### src/rtl/sipo_latch_pkg.sv
package sipo_latch_pkg;
  localparam int unsigned STAGE_W = 8;
  typedef enum logic {OUT_HIZ = 1'b0, OUT_DRIVE = 1'b1} drive_e;
endpackage

### src/rtl/sipo_shift_stage.sv
module sipo_shift_stage #(
  parameter int unsigned W = sipo_latch_pkg::STAGE_W
) (
  input  logic         clk_i,
  input  logic         rst_ni,
  input  logic         ser_i,
  input  logic         shift_i,
  input  logic         clr_ni,
  output logic [W-1:0] q_o
);
  logic [W-1:0] q;

  always_ff @(posedge clk_i or negedge rst_ni) begin
    if (!rst_ni)      q <= '0;
    else if (!clr_ni) q <= '0;
    else if (shift_i) q <= {q[W-2:0], ser_i};
  end

  assign q_o = q;

  a_r1_shift_moves: assert property (@(posedge clk_i) disable iff (!rst_ni)
    (shift_i && clr_ni) |=> (q_o[W-1:1] == $past(q_o[W-2:0]) && q_o[0] == $past(ser_i)));
  a_r2_idle_holds: assert property (@(posedge clk_i) disable iff (!rst_ni)
    (!shift_i && clr_ni) |=> $stable(q_o));
  a_r5_clear_zero: assert property (@(posedge clk_i) disable iff (!rst_ni)
    !clr_ni |=> (q_o == '0));
endmodule

### src/rtl/sipo_hold_reg.sv
module sipo_hold_reg #(
  parameter int unsigned W = sipo_latch_pkg::STAGE_W
) (
  input  logic         clk_i,
  input  logic         rst_ni,
  input  logic         latch_i,
  input  logic [W-1:0] d_i,
  output logic [W-1:0] q_o
);
  logic [W-1:0] q;

  always_ff @(posedge clk_i or negedge rst_ni) begin
    if (!rst_ni)      q <= '0;
    else if (latch_i) q <= d_i;
  end

  assign q_o = q;

  a_r3_latch_copies: assert property (@(posedge clk_i) disable iff (!rst_ni)
    latch_i |=> (q_o == $past(d_i)));
  a_r6_hold_stable: assert property (@(posedge clk_i) disable iff (!rst_ni)
    !latch_i |=> $stable(q_o));
endmodule

### src/rtl/sipo_out_gate.sv
module sipo_out_gate #(
  parameter int unsigned W = sipo_latch_pkg::STAGE_W
) (
  input  logic         oe_ni,
  output logic [W-1:0] en_o
);
  import sipo_latch_pkg::*;

  drive_e mode;
  assign mode = oe_ni ? OUT_HIZ : OUT_DRIVE;

  for (genvar g = 0; g < W; g++) begin : g_bit
    assign en_o[g] = (mode == OUT_DRIVE);
  end
endmodule

### src/rtl/sipo_latch_reg.sv
module sipo_latch_reg #(
  parameter int unsigned W = sipo_latch_pkg::STAGE_W
) (
  input  logic         clk_i,
  input  logic         rst_ni,
  input  logic         ser_i,
  input  logic         shift_i,
  input  logic         latch_i,
  input  logic         clr_ni,
  input  logic         oe_ni,
  output logic [W-1:0] par_o,
  output logic [W-1:0] par_en_o,
  output logic         cas_o
);
  localparam int unsigned LAST = W - 1;

  logic [W-1:0] sh_q;
  logic [W-1:0] hold_q;

  sipo_shift_stage #(.W(W)) u_shift (
    .clk_i(clk_i), .rst_ni(rst_ni), .ser_i(ser_i), .shift_i(shift_i),
    .clr_ni(clr_ni), .q_o(sh_q)
  );

  sipo_hold_reg #(.W(W)) u_hold (
    .clk_i(clk_i), .rst_ni(rst_ni), .latch_i(latch_i), .d_i(sh_q), .q_o(hold_q)
  );

  sipo_out_gate #(.W(W)) u_gate (
    .oe_ni(oe_ni), .en_o(par_en_o)
  );

  assign par_o = hold_q;
  assign cas_o = sh_q[LAST];

  a_r4_latch_pre_shift: assert property (@(posedge clk_i) disable iff (!rst_ni)
    (shift_i && latch_i && clr_ni) |=> (par_o == {cas_o, $past(sh_q[W-2:0])} ^ {cas_o ^ $past(sh_q[LAST]), {(W-1){1'b0}}} ));
  a_r7_cascade_tracks: assert property (@(posedge clk_i) disable iff (!rst_ni)
    (shift_i && clr_ni) |=> (cas_o == $past(sh_q[W-2])));
  a_r8_enable_flags: assert property (@(posedge clk_i) disable iff (!rst_ni)
    oe_ni ? (par_en_o == '0) : ($countones(par_en_o) == W));
  a_r6_clear_keeps_out: assert property (@(posedge clk_i) disable iff (!rst_ni)
    (!clr_ni && !latch_i) |=> $stable(par_o));
endmodule

### config.mk
export PLATFORM = sky130hd
export DESIGN_NAME = sipo_latch_reg
export DESIGN_NICKNAME = d
export VERILOG_FILES = /design/src/rtl/sipo_latch_pkg.sv /design/src/rtl/sipo_shift_stage.sv /design/src/rtl/sipo_hold_reg.sv /design/src/rtl/sipo_out_gate.sv /design/src/rtl/sipo_latch_reg.sv
export SDC_FILE = /design/constraint.sdc
export NUM_CORES = 1
export LEC_CHECK = 0
export CAP_MARGIN = 20
export CORE_MARGIN = 4
export CORE_UTILIZATION = 39
export DETAILED_ROUTE_END_ITERATION = 10
export GPL_TIMING_DRIVEN = 0
export PLACE_DENSITY = 0.75
export SLEW_MARGIN = 10
export SYNTH_ARGS = -nofsm -noshare
export SYNTH_HDL_FRONTEND = slang
export SYNTH_SLANG_ARGS = --single-unit
### constraint.sdc
create_clock -name clk_i -period 0.8 [get_ports clk_i]
set_input_delay 0.16 -clock clk_i [delete_from_list [all_inputs] [get_ports clk_i]]
set_output_delay 0.16 -clock clk_i [all_outputs]
set_load 0.05 [all_outputs]
==> qor.csv <==
metric,value,unit
status,"finished, violations left",
failing checks,negative setup slack,
Mapped Area,737.0,µm²
fin cells,107,
"Req. time, crit path",0.64,ns
Bufs and invs on worst path,1,
vias in the first global route,506,
"FF+latch count, synth",16,
via count,458,
Worst Path Max Fanout,2,
"Reg clk slew, reported paths",0.09,ns
R2R setup slack,-0.21,ns
Avg Inst Size Synth,14.45,µm²
Place WS,-1.039,ns
first-pass GRT wire length,2359,µm
TritonCTS Buffers,3,
Synth warnings,0,
Peak VDD IR,1.224,mV
period utilization,128.8,%
area of the multi-input gates,250.2,µm²
hold buffers post-CTS,0,
Die Y,51.47,µm
worst slew pin tran,0.6960,ns
Pleak,0.5775,nW
unrepaired setup endpoints after global routing,true,
Initial DRC Count,0,
pin count of the biggest net entering global routing,17,
CTS tree,built,
Max-Slew Margin vs Limit,53.60,%
"commonest non-fill, non-tap cell in the layout",buf_6,
number of distinct library cells after synthesis,7,
Routed WL per cell,12.62,µm
Layout Nets,90,
Layout Utilization,66.17,%
storage element area,411.6,µm²
hpwl dp,935.3,µm
Setup Skew,0.002210,ns
placed insts,97,
pwr/cell area,1474,nW/µm²
worst r2r path cells,3,
starting density of the core,41.77,%
sw frac,25.94,%
most frequent cells in the layout,"22 x buf_6, 9 x dfrtp_2",
crit path DAT,0.87,ns
RePlAce Congestion,0.6715,
Die ar.,2649,µm²
final instance area,1167,µm²
Post-Route WL,1350,µm
Sw Pwr,446.2,µW
post-route worst setup slack,-0.2308,ns
Crit Path Category,flip-flop to primary output,
combinational power share,21.1,%
Total Power,1.720,mW
vias per inst,4.280,
crit path max-delay cell type,dfrtp_2,
clock power share,30.3,%
Worst setup startpoint,u_hold.q_o[0],
Final setup viols,15,
antenna cells,0,
Placed Area,989.7,µm²
Pins Over Slew Limit,0,
Syn-to-layout area delta,58.40,%
Total GRT Usage,12.55,%
Synth Instances,51,
critical path launch point type,flip-flop,
fmax,970.2,MHz
"CP delay by family, top",flip-flops,
crit path capture type,primary output,
post-route ant nets,0,
CTS H-tree lvls,1,
Critical Path Stages,1,
row cnt,15,
fillers,147,
CTS root buffer,clkbuf_4,
Sink Count,16,
Reg-to-Reg Start,u_shift.q_o[7],
layout cells sized above 1,68.29,%
IO Pins,24,
Internal,1.274,mW
global route overflow,0,
final worst path period need,1.031,ns
Mapped Nets,58,
final hold vios,0,
Core Area,1764,µm²
max-cap violations,0,
worst hold slack,0.02244,ns
Clock Path Buffers,2,
worst skew pair latency,0.28,ns
TritonRoute pass-1 iters,1,
initial antenna violation count,0,
CP cell instances,buf_6,
post-synthesis sequential area ratio,54.33,%
"slowest stage delay, CP",0.43,ns
# DRC,0,
Die Wd,51.47,µm
final setup TNS,-2.730,ns
IO Port Bufs,21,
HP Class,input port to asynchronous set/reset pin,
sequential power share,48.5,%
area by class of cell:
| type | instances | area share (%) |
|---|---|---|
| Sequential cell | 16 | 35.26 |
| Inverter | 1 | 0.9646 |
| Timing Repair Buffer | 27 | 27.55 |
| Multi-Input combinational cell | 24 | 21.44 |
| Buffer | 10 | 9.003 |
| Tap cell | 25 | 2.680 |
| Clock buffer | 4 | 3.108 |
state kept, by name (all words and copies together), names as in the netlist:
| name | flops |
|---|---|
| u_hold.q_o | 8 |
| u_shift.q_o | 8 |
power by group through the flow:
stage	Clock, mW	Combinational [mW]	Sequential (mW)
global route	0.594	0.380	0.839
finish	0.522	0.363	0.835
global placement	0	0.305	0.848
floorplan	0	0.176	0.876
detailed placement	0	0.309	0.848
CTS	0.546	0.358	0.834
logic make-up after synthesis:
| family | count (synthesis) | synth area share [%] |
|---|---|---|
| buffers and inverters | 11 | 11.71 |
| and+or+nand+nor | 8 | 6.791 |
| DFF | 16 | 54.33 |
| muxes | 16 | 27.17 |
path summary, 6_finish.rpt:
path | to
setup reg to reg | u_hold.q_o[7]
hold / removal | u_hold.q_o[2]
setup / recovery | par_o[0]
min in group clk_i | u_hold.q_o[4]
hold reg to reg | u_hold.q_o[1]
max in group asynchronous | u_hold.q_o[7]
per-layer routing:
metal  global-route usage [%]  vias to the layer above  share of wire [%]  wire (µm)
met5                        0                        -                  0          0
met3                    5.248                        2                5.3         71
met4                    3.930                        0               0.52          7
li1                         -                      222                  -          -
met2                    18.01                       13                 49        655
met1                    17.04                      221                 46        615
synth_stat cells:
cell	instances	area [µm²]
inv_1	1	3.750
mux2_4	8	120.1
nor2b_1	8	50.05
buf_4	8	60.06
buf_6	2	22.52
mux2i_1	8	80.08
dfrtp_1	16	400.4
timing repair:
action / in CTS / in global routing
setup buffers: 5 / 1
resized for setup: 139 / 10
endpoints found under the hold margin: 0 / 0
setup endpoints to repair: 26 / 26
(Power assumes the default switching activity.)
